--- src/rtl/lut_pkg.sv ---
package lut_pkg;
  // Width needed to index n items, never below one bit.
  function automatic int idx_width(input int n);
    return (n > 1) ? $clog2(n) : 1;
  endfunction
endpackage

--- src/rtl/lut_bank.sv ---
module lut_bank #(
  parameter int DEPTH = 4,
  parameter int W     = 12,
  localparam int OFF_W = lut_pkg::idx_width(DEPTH)
) (
  input  logic             clk,
  input  logic             rst,
  input  logic             wr_en,
  input  logic [OFF_W-1:0] wr_off,
  input  logic [W-1:0]     wr_data,
  input  logic             rd_en,
  input  logic [OFF_W-1:0] rd_off,
  output logic [W-1:0]     rd_q
);
  logic [W-1:0] mem [DEPTH];
  logic [W-1:0] rd_comb;

  // Asynchronous read with same-cycle write forwarding.
  always_comb begin
    rd_comb = mem[rd_off];
    if (wr_en && (wr_off == rd_off)) rd_comb = wr_data;
  end

  always_ff @(posedge clk) begin
    if (rst) begin
      for (int i = 0; i < DEPTH; i++) mem[i] <= '0;
      rd_q <= '0;
    end else begin
      if (wr_en) mem[wr_off] <= wr_data;
      if (rd_en) rd_q <= rd_comb;
    end
  end
endmodule

--- src/rtl/lut_sel_dup.sv ---
module lut_sel_dup #(
  parameter int NBANKS = 4,
  parameter int W      = 12,
  parameter int DUP    = 3,
  localparam int SEL_W = lut_pkg::idx_width(NBANKS)
) (
  input  logic [NBANKS*W-1:0] bank_q,
  input  logic [SEL_W-1:0]    sel,
  output logic [DUP*W-1:0]    dup_out
);
  logic [W-1:0] chosen;

  always_comb begin
    chosen = '0;
    for (int b = 0; b < NBANKS; b++)
      if (sel == SEL_W'(b)) chosen = bank_q[b*W +: W];
  end

  for (genvar k = 0; k < DUP; k++) begin : g_copy
    assign dup_out[k*W +: W] = chosen;
  end
endmodule

--- src/rtl/dup_lookup_array.sv ---
module dup_lookup_array #(
  parameter int ENTRIES = 16,
  parameter int NBANKS  = 4,
  parameter int PPN_W   = 8,
  parameter int PERM_W  = 4,
  parameter int DUP     = 3,
  localparam int IDX_W  = lut_pkg::idx_width(ENTRIES),
  localparam int BANK_W = lut_pkg::idx_width(NBANKS),
  localparam int DEPTH  = ENTRIES / NBANKS,
  localparam int OFF_W  = lut_pkg::idx_width(DEPTH),
  localparam int EW     = PPN_W + PERM_W
) (
  input  logic                  clk,
  input  logic                  rst,
  input  logic                  rd_en,
  input  logic [IDX_W-1:0]      rd_idx,
  input  logic                  wr_en,
  input  logic [IDX_W-1:0]      wr_idx,
  input  logic [PPN_W-1:0]      wr_ppn,
  input  logic [PERM_W-1:0]     wr_perm,
  output logic                  rsp_valid,
  output logic [DUP*PPN_W-1:0]  rsp_ppn,
  output logic [DUP*PERM_W-1:0] rsp_perm
);
  if ((ENTRIES % NBANKS) != 0 || NBANKS < 2 || DEPTH < 2) begin : g_bad_cfg
    $error("dup_lookup_array: NBANKS must divide ENTRIES, with at least 2 banks of 2 rows");
  end

  logic [BANK_W-1:0]    rd_bank, wr_bank, sel_q;
  logic [OFF_W-1:0]     rd_off, wr_off;
  logic [EW-1:0]        wr_data;
  logic [NBANKS*EW-1:0] bank_q;
  logic [DUP*EW-1:0]    dup_out;

  assign rd_bank = rd_idx[IDX_W-1 -: BANK_W];
  assign wr_bank = wr_idx[IDX_W-1 -: BANK_W];
  assign rd_off  = rd_idx[OFF_W-1:0];
  assign wr_off  = wr_idx[OFF_W-1:0];
  assign wr_data = {wr_ppn, wr_perm};

  for (genvar b = 0; b < NBANKS; b++) begin : g_bank
    lut_bank #(.DEPTH(DEPTH), .W(EW)) i_bank (
      .clk     (clk),
      .rst     (rst),
      .wr_en   (wr_en && (wr_bank == BANK_W'(b))),
      .wr_off  (wr_off),
      .wr_data (wr_data),
      .rd_en   (rd_en),
      .rd_off  (rd_off),
      .rd_q    (bank_q[b*EW +: EW])
    );
  end

  always_ff @(posedge clk) begin
    if (rst) begin
      sel_q     <= '0;
      rsp_valid <= 1'b0;
    end else begin
      rsp_valid <= rd_en;
      if (rd_en) sel_q <= rd_bank;
    end
  end

  lut_sel_dup #(.NBANKS(NBANKS), .W(EW), .DUP(DUP)) i_sel (
    .bank_q  (bank_q),
    .sel     (sel_q),
    .dup_out (dup_out)
  );

  for (genvar k = 0; k < DUP; k++) begin : g_split
    assign rsp_ppn[k*PPN_W +: PPN_W]    = dup_out[k*EW + PERM_W +: PPN_W];
    assign rsp_perm[k*PERM_W +: PERM_W] = dup_out[k*EW +: PERM_W];
  end
endmodule

--- config.mk ---
export PLATFORM = sky130hd
export DESIGN_NAME = dup_lookup_array
export DESIGN_NICKNAME = d
export VERILOG_FILES = /design/src/rtl/lut_pkg.sv /design/src/rtl/lut_bank.sv /design/src/rtl/lut_sel_dup.sv /design/src/rtl/dup_lookup_array.sv
export SDC_FILE = /design/constraint.sdc
export NUM_CORES = 1
export LEC_CHECK = 0
export BUFFER_PORTS_ARGS = -buffer_cell sky130_fd_sc_hd__buf_2
export CORE_UTILIZATION = 61
export CTS_CLUSTER_SIZE = 10
export DETAILED_ROUTE_END_ITERATION = 16
export GPL_ROUTABILITY_DRIVEN = 1
export MAX_ROUTING_LAYER = met4
export PLACE_DENSITY = 0.79
export SYNTH_ARGS = -nofsm -noshare
export SYNTH_HDL_FRONTEND = slang
export SYNTH_SLANG_ARGS = --single-unit
--- constraint.sdc ---
create_clock -name clk -period 2.25 [get_ports clk]
set_input_delay 0.3375 -clock clk [delete_from_list [all_inputs] [get_ports clk]]
set_output_delay 0.3375 -clock clk [all_outputs]
set_load 0.005 [all_outputs]
==> flow_summary.ini, run 1 <==
[power_and_ir_drop]
power.leakage_uw = 0.004660
power.density_nw_per_um2 = 816.2
p_total_uw = 10580
ir_drop_mv = 0.6202

[clock_network]
cts_tree = yes
clock_latency_ps = 540
root_buffer = clkbuf_16
cts_max_level = 1
numClockSinks = 243
clk_pin_slew_ps = 60
cts.path.max_buffers = 3
cts_hold_buf = 0
cts_buffers = 28

[sta]
period_minus_slack_ps = 2158
relSlewSlack_pct = 54.03
whs_ps = 43.70
clock.fmax_mhz = 463.3
setup_viol = 0
fin_ws_ps = 91.64
skew_ps = 18.28
hold_viol = 0
drv_slew = 0
fin_tns_setup_ps = 0
tightest_slew_ps = 688.1
rsz0062_at_grt = no
fin_crit_sh_pct = 95.93

[logic_synthesis]
synth_cell_types = 43
syn_nets = 945
ys_top_cells_by_count = and2_1, edfxtp_1, nor2_1
synth_cells = 921
ys_top_cells_by_area = edfxtp_1, mux4_2, and2_1, dfxtp_1, nor2_1
synth_top_area_share_pct = 48.94
async_flop_share_pct = 0
avgSynthCellArea_um2 = 12.79
yosysWarnings = 0
synth_edf_count = 192
synth_area_um2 = 11780
synth_ff_type = edfxtp_1
post-synth-top-area-cell = edfxtp_1
ys_seq_elements = 243
ys_seq_area_share_pct = 57.60
yosysMostFrequentCell = and2_1

[detailed_routing]
num_vias = 7739
drt_iter0_markers = 976
wl_um = 28800
drc = 0
wl_per_cell_um = 23.79
dr.pass1.iters = 6
antenna_left = 0
vias_per_cell = 6.391

[global_routing]
grt_pass1_wl_um = 44710
grt_pass1_vias = 7644
track_usage_pct = 31.19
grt_antenna_before_repair = 0
grt-ovfl-total = 0
grt_max_degree = 58

[die]
rows = 50
die-width_um = 141.0
start_util_pct = 62.56
core_um2 = 18830
io_pins = 61
dieArea_um2 = 19870
die_height_um = 141.0

[hold_path]
min_path_type = input port to register

[setup_path]
critPathKind = register to primary output
max_stage_delay_ps = 590
startpoint_type = register
slowest_stage = mux4_2
cp-end-kind = primary output
cp.arrival_ps = 1820
crit_fanout = 13
critPathRequiredTime_ps = 1910
cp_cell_sequence = buf_6 -> mux4_2 -> buf_2

[placement]
port_buffers = 60
place_congestion = 0.8664
hpwl_um = 17640
place_ws_ps = 146.2
placed_area_um2 = 12140

[layout]
design_area_um2 = 12960
nNetsFinal = 953
layout-drive-gt1-share_pct = 23.34
nFillCells = 1291
area_growth_pct = 10.04
n_antenna_cell = 0

[status]
outcome = finished, final reports clean

[flow_run]
cap_violations = 0
==> critical path: cells and delay by family, from the launching register on <==
kind     cells  cell delay (ps)
mux          1              590
flops        1              320
buf+inv      2              360
==> kinds of logic (layout without fill, tap and decap cells) <==
| logic type | after synthesis | in the layout | share of synthesized area (%) |
|---|---|---|---|
| xor+xnor | 3 | 3 | 0.2868 |
| flops | 243 | 243 | 57.60 |
| compound gates | 105 | 105 | 7.402 |
| mux | 62 | 62 | 11.64 |
| buf+inv | 122 | 152 | 5.236 |
| simple gates | 386 | 386 | 17.83 |
==> final timing paths <==
check	start	endpoint	slack, ps	depth (start not counted)
setup / recovery	sel_q[1]	rsp_perm[8]	90	3
hold reg to reg	g_bank[2].i_bank.rd_q[11]	g_bank[2].i_bank.rd_q[11]	570	2
hold / removal	rd_idx[3]	sel_q[1]	40	3
setup reg to reg	g_bank[0].i_bank.mem[0][9]	g_bank[0].i_bank.rd_q[9]	1020	3
==> area by class of cell <==
type / instances / area [um2] / share of cell area, %
inverter: 1 / 3.754 / 0.02895
multi-input combinational: 556 / 4385 / 33.83
timing repair buffer: 99 / 639.4 / 4.932
clock inverter: 1 / 5.005 / 0.03861
sequential: 243 / 6787 / 52.35
tap: 260 / 325.3 / 2.509
clock buffer: 51 / 818.3 / 6.312
==> sequential cells by signal (all words and copies together), names as in the netlist <==
register / count
g_bank.i_bank.mem: 192
g_bank.i_bank.rd_q: 48
sel_q: 2
rsp_valid: 1
==> stage by stage <==
step	util [%]	std cells
6_report	68.84	1211
5_1_grt	68.84	1211
4_1_cts	68.82	1211
3_5_place_dp	64.45	1159
3_3_place_gp	64.45	1159
2_1_floorplan	-	921
==> layout by cell type (no fill, tap or decap), types with 2 or more instances in the layout <==
master / n
a31o_2: 3
a31oi_1: 24
a41oi_1: 24
and2_1: 193
buf_12: 3
buf_2: 58
buf_4: 37
clkbuf_1: 21
clkbuf_16: 29
dfxtp_1: 51
edfxtp_1: 192
mux2i_1: 2
mux4_2: 60
nand2_1: 26
nand2b_1: 3
nand3_1: 2
nand4_1: 24
nor2_1: 109
nor2b_1: 2
nor3_1: 4
nor3_2: 2
o2111ai_1: 2
o31ai_1: 14
o31ai_2: 10
o32ai_1: 24
or2_2: 13
xnor2_2: 2
==> layer usage <==
metal | routed length (um) | up-vias | share of wire [%] | GRT usage, %
li1 | - | 3400 | - | -
met1 | 11260 | 3810 | 39 | 41.19
met2 | 13800 | 454 | 48 | 49.25
met3 | 2884 | 75 | 10 | 6.318
met4 | 858 | 0 | 3.0 | 9.497
met5 | 0 | - | 0 | -
==> timing repair <==
action                     4_1_cts  5_1_grt
gates resized for setup          0        1
setup endpoints to repair        0       11
buffers inserted                 0        0
==> power breakdown <==
group	leakage, uW	switching, uW	internal [uW]
registers	0.00226	149	5160
clock network	0.000393	1710	2420
logic	0.00201	670	475
Note: power is estimated with default switching activity, not from simulation.
==> run 2, diff against run 1 <==
--- a/config.mk
+++ b/config.mk
@@ -11,7 +11,7 @@
 export DETAILED_ROUTE_END_ITERATION = 16
 export GPL_ROUTABILITY_DRIVEN = 1
 export MAX_ROUTING_LAYER = met4
-export PLACE_DENSITY = 0.79
+export PLACE_DENSITY_LB_ADDON = 0.2
 export SYNTH_ARGS = -nofsm -noshare
 export SYNTH_HDL_FRONTEND = slang
 export SYNTH_SLANG_ARGS = --single-unit
==> constraint.sdc (replaced) <==
create_clock -name clk -period 2.25 [get_ports clk]
set_input_delay 0.3375 -clock clk [delete_from_list [all_inputs] [get_ports clk]]
set_output_delay 0.3375 -clock clk [all_outputs]
set_load 0.01 [all_outputs]
==> flow_summary.ini, run 2 (synthesized netlist as in run 1, its figures left out) <==
[sta]
setup_viol = 0
relSlewSlack_pct = 39.93
hold_viol = 0
clock.fmax_mhz = 459.3
rsz0062_at_grt = no
fin_crit_sh_pct = 96.77
skew_ps = 23.50
whs_ps = 35.22
period_minus_slack_ps = 2177
fin_tns_setup_ps = 0
tightest_slew_ps = 897.8
drv_slew = 0

[die]
die_height_um = 141.0
die-width_um = 141.0
io_pins = 61
core_um2 = 18830
rows = 50
dieArea_um2 = 19870
start_util_pct = 62.56

[clock_network]
cts_buffers = 28
cts_hold_buf = 0
cts_max_level = 1
numClockSinks = 243
cts_tree = yes
clock_latency_ps = 540
root_buffer = clkbuf_16
clk_pin_slew_ps = 60
ctsResizeCount = 0
cts_setup_buffers = 0
cts.path.max_buffers = 3

[placement]
hpwl_um = 17940
port_buffers = 60
place_congestion = 0.8874
placed_area_um2 = 12120

[power_and_ir_drop]
ir_drop_mv = 0.7228
p_int_uw = 8081
power.leakage_uw = 0.004651
power_frac_comb_pct = 11.0
power.density_nw_per_um2 = 821.8
pwr-share-seq_pct = 49.9
clockPowerShare_pct = 39.1
switching_power_uw = 2569
swShare_pct = 24.12

[layout]
layout-drive-gt1-share_pct = 23.21
nFillCells = 1294
design_area_um2 = 12960
nNetsFinal = 951
top_register = g_bank.i_bank.mem
area_growth_pct = 9.994
reg.largest.list = g_bank.i_bank.mem (192), g_bank.i_bank.rd_q (48), sel_q (2)
layout.cells.most_common_list = and2_1, edfxtp_1, nor2_1
final_common_cell = and2_1
largest_reg_flops = 192

[setup_path]
critPathRequiredTime_ps = 1910
timing.rr.end = g_bank[0].i_bank.rd_q[6]
reg2reg_slack_ps = 1000
cp-startpoint = sel_q[1]
cp-end-kind = primary output
rr_worst_depth = 3
cp.arrival_ps = 1840
startpoint_type = register
r2r-start = g_bank[0].i_bank.mem[2][6]
crit_end = rsp_ppn[9]
critPathKind = register to primary output
crit_fanout = 13

[global_routing]
grt_pass1_vias = 7735
grt-ovfl-total = 0
grt_antenna_before_repair = 2
track_usage_pct = 31.13
grt_pass1_wl_um = 44570
grt_max_degree = 111

[hold_path]
min_path_type = input port to register

[detailed_routing]
wl_um = 28560
vias_per_cell = 6.463
dr.pass1.iters = 5
drc = 0
drt_iter0_markers = 769
wl_per_cell_um = 23.61
antenna_left = 0
num_vias = 7820

[flow_run]
cap_violations = 0

[status]
outcome = finished, final reports clean
## run 2: cell count changes in the layout (fill, tap and decap cells not counted)
| cell | before | now |
|---|---|---|
| buf_4 | 37 | 35 |
| clkinv_2 | 1 | 0 |
| diode_2 | 0 | 2 |
| clkbuf_8 | 1 | 2 |
| clkbuf_1 | 21 | 20 |
## run 2: through the flow
| stage | instances | power, uW | worst slack [ps] | utilization [%] |
|---|---|---|---|---|
| after CTS | 1208 | 10660 | 2.355 | 68.77 |
| after floorplan | 921 | 6207 | 454.8 | - |
| after detailed placement | 1157 | 6564 | 140.7 | 64.37 |
| final | 1210 | 10650 | 72.64 | 68.82 |
| after global placement | 1157 | 6518 | 310.0 | 64.37 |
| after global routing | 1210 | 10970 | 19.56 | 68.82 |
## run 2: how the worst min path moves through the flow
stage / endpoint / cells after the start / slack [ps] / start
after global placement: sel_q[0] / 2 / 550 / sel_q[0]
final: sel_q[1] / 3 / 40 / rd_idx[3]
after CTS: sel_q[1] / 3 / 30 / rd_idx[3]
after global routing: sel_q[1] / 3 / 90 / rd_idx[3]
after detailed placement: g_bank[2].i_bank.rd_q[5] / 2 / 560 / g_bank[2].i_bank.rd_q[5]
after floorplan: sel_q[0] / 2 / 480 / rd_idx[2]
## run 2: final cells by class
| cell class | instances | area [um2] | area share [%] |
|---|---|---|---|
| multi-input combinational | 556 | 4385 | 33.84 |
| timing repair buffer | 97 | 624.3 | 4.818 |
| inverter | 1 | 3.754 | 0.02897 |
| sequential | 243 | 6787 | 52.37 |
| antenna | 2 | 5.005 | 0.03862 |
| tap | 260 | 325.3 | 2.510 |
| clock buffer | 51 | 828.3 | 6.392 |
## run 2: routing by layer
layer | vias to the layer above | track usage [%] | wire length [um]
met5 | - | - | 0
met4 | 0 | 10.98 | 952
met3 | 60 | 5.163 | 2670
met2 | 460 | 48.21 | 13430
met1 | 3899 | 42.13 | 11520
li1 | 3401 | - | -
## run 2: worst max-delay path: stages (launching register included)
cell and delay, ps:
dfxtp_1 330, buf_6 200, mux4_2 590, buf_2 170
## run 2: power groups by stage
| stage | Clock [uW] | Sequential [uW] | Combinational (uW) |
|---|---|---|---|
| detailed placement | 0 | 5400 | 1160 |
| CTS | 4190 | 5310 | 1170 |
| finish | 4170 | 5310 | 1170 |
| global route | 4370 | 5330 | 1260 |
| floorplan | 0 | 5310 | 897 |
| global placement | 0 | 5380 | 1130 |
==> run 3, diff against run 2 <==
--- a/config.mk
+++ b/config.mk
@@ -11,7 +11,7 @@
 export DETAILED_ROUTE_END_ITERATION = 16
 export GPL_ROUTABILITY_DRIVEN = 1
 export MAX_ROUTING_LAYER = met4
-export PLACE_DENSITY_LB_ADDON = 0.2
+export PLACE_DENSITY_LB_ADDON = 0.12
 export SYNTH_ARGS = -nofsm -noshare
 export SYNTH_HDL_FRONTEND = slang
 export SYNTH_SLANG_ARGS = --single-unit
==> flow_summary.ini, run 3 (synthesized netlist as in run 1, its figures left out) <==
[layout]
area_growth_pct = 9.855
nNetsFinal = 950
largest_reg_flops = 192
layout.cells.most_common_list = and2_1, edfxtp_1, nor2_1
final_common_cell = and2_1
reg.largest.list = g_bank.i_bank.mem (192), g_bank.i_bank.rd_q (48), sel_q (2)
layout-drive-gt1-share_pct = 23.00
top_register = g_bank.i_bank.mem

[clock_network]
root_buffer = clkbuf_16
cts_hold_buf = 0
numClockSinks = 243
cts_tree = yes
cts_max_level = 1
clock_latency_ps = 540
cts_setup_buffers = 0
ctsResizeCount = 0
clk_pin_slew_ps = 60
cts_buffers = 28
cts.path.max_buffers = 3

[die]
start_util_pct = 62.56
dieArea_um2 = 19870
die_height_um = 141.0
die-width_um = 141.0
core_um2 = 18830
io_pins = 61
rows = 50

[placement]
hpwl_um = 18020
port_buffers = 60
place_congestion = 0.9160

[sta]
fin_crit_sh_pct = 96.68
drv_slew = 0
skew_ps = 8.348
hold_viol = 0
relSlewSlack_pct = 33.96
rsz0062_at_grt = no
tightest_slew_ps = 989.7
period_minus_slack_ps = 2175
clock.fmax_mhz = 459.7
setup_viol = 0
fin_tns_setup_ps = 0

[setup_path]
reg2reg_slack_ps = 990
crit_end = rsp_perm[5]
timing.rr.end = g_bank[0].i_bank.rd_q[2]
cp-end-kind = primary output
crit_fanout = 13
r2r-start = g_bank[0].i_bank.mem[2][2]
rr_worst_depth = 3
cp-startpoint = sel_q[1]
critPathRequiredTime_ps = 1910
cp.arrival_ps = 1840
startpoint_type = register
critPathKind = register to primary output

[global_routing]
track_usage_pct = 30.75
grt_pass1_vias = 7514
grt_pass1_wl_um = 43620
grt_antenna_before_repair = 1
grt-ovfl-total = 0
grt_max_degree = 64

[power_and_ir_drop]
p_total_uw = 10570
power.density_nw_per_um2 = 816.8
power.leakage_uw = 0.004643
ir_drop_mv = 0.6678

[detailed_routing]
wl_um = 28660
antenna_left = 0
num_vias = 7733
vias_per_cell = 6.396
wl_per_cell_um = 23.70
drc = 0
dr.pass1.iters = 5
drt_iter0_markers = 942

[hold_path]
hold_depth = 3
min_from = rd_idx[3]
min_path_type = input port to register

[status]
outcome = finished, final reports clean

[flow_run]
cap_violations = 0
## run 3: cell types whose count changed in the layout (fill, tap and decap cells not counted), sizes merged
cell / delta
diode: -1
buf: -1
clkinv: +1
## run 3: layer usage
metal	part of all wire [%]	global-route usage, %
met2	47	47.53
met3	9.5	5.774
met1	40	41.32
met5	0	-
met4	3.3	10.53
## run 3: worst min path at each step
stage | endpoint | slack (ps)
after floorplan | sel_q[0] | 480
after global placement | g_bank[3].i_bank.rd_q[5] | 560
after detailed placement | g_bank[0].i_bank.rd_q[11] | 560
after CTS | sel_q[1] | 40
after global routing | sel_q[1] | 60
final | sel_q[1] | 50
## run 3: per-stage QoR
step           setup WS, ps  utilization, %  hold slack [ps]  instances  cell area (um2)
2_1_floorplan         454.8               -            484.9        921            11780
3_3_place_gp          270.7           64.40            557.1       1156            12130
3_5_place_dp          227.6           64.40            563.6       1156            12130
4_1_cts               56.97           68.72            41.46       1208            12940
5_1_grt              0.7774           68.73            59.20       1209            12940
6_report              74.64           68.73            46.23       1209            12940
## run 3: power by group
part	switching (uW)	internal, uW
clock	1690	2390
combinational	709	476
sequential	150	5160
## run 3: worst max-delay path: stages (launching register included)
cell and delay [ps]:
dfxtp_1 300, buf_4 240, mux4_2 590, buf_2 170
## run 3: area by class of cell
class,instances,area (um2)
flip-flops and latches,243,6787
multi-input cells,556,4385
fillers,1300,5888
well taps,260,325.3
clock buffers,51,808.3
repair buffers,96,625.6
clock inverters,1,5.005
diodes,1,2.502
inverters,1,3.754
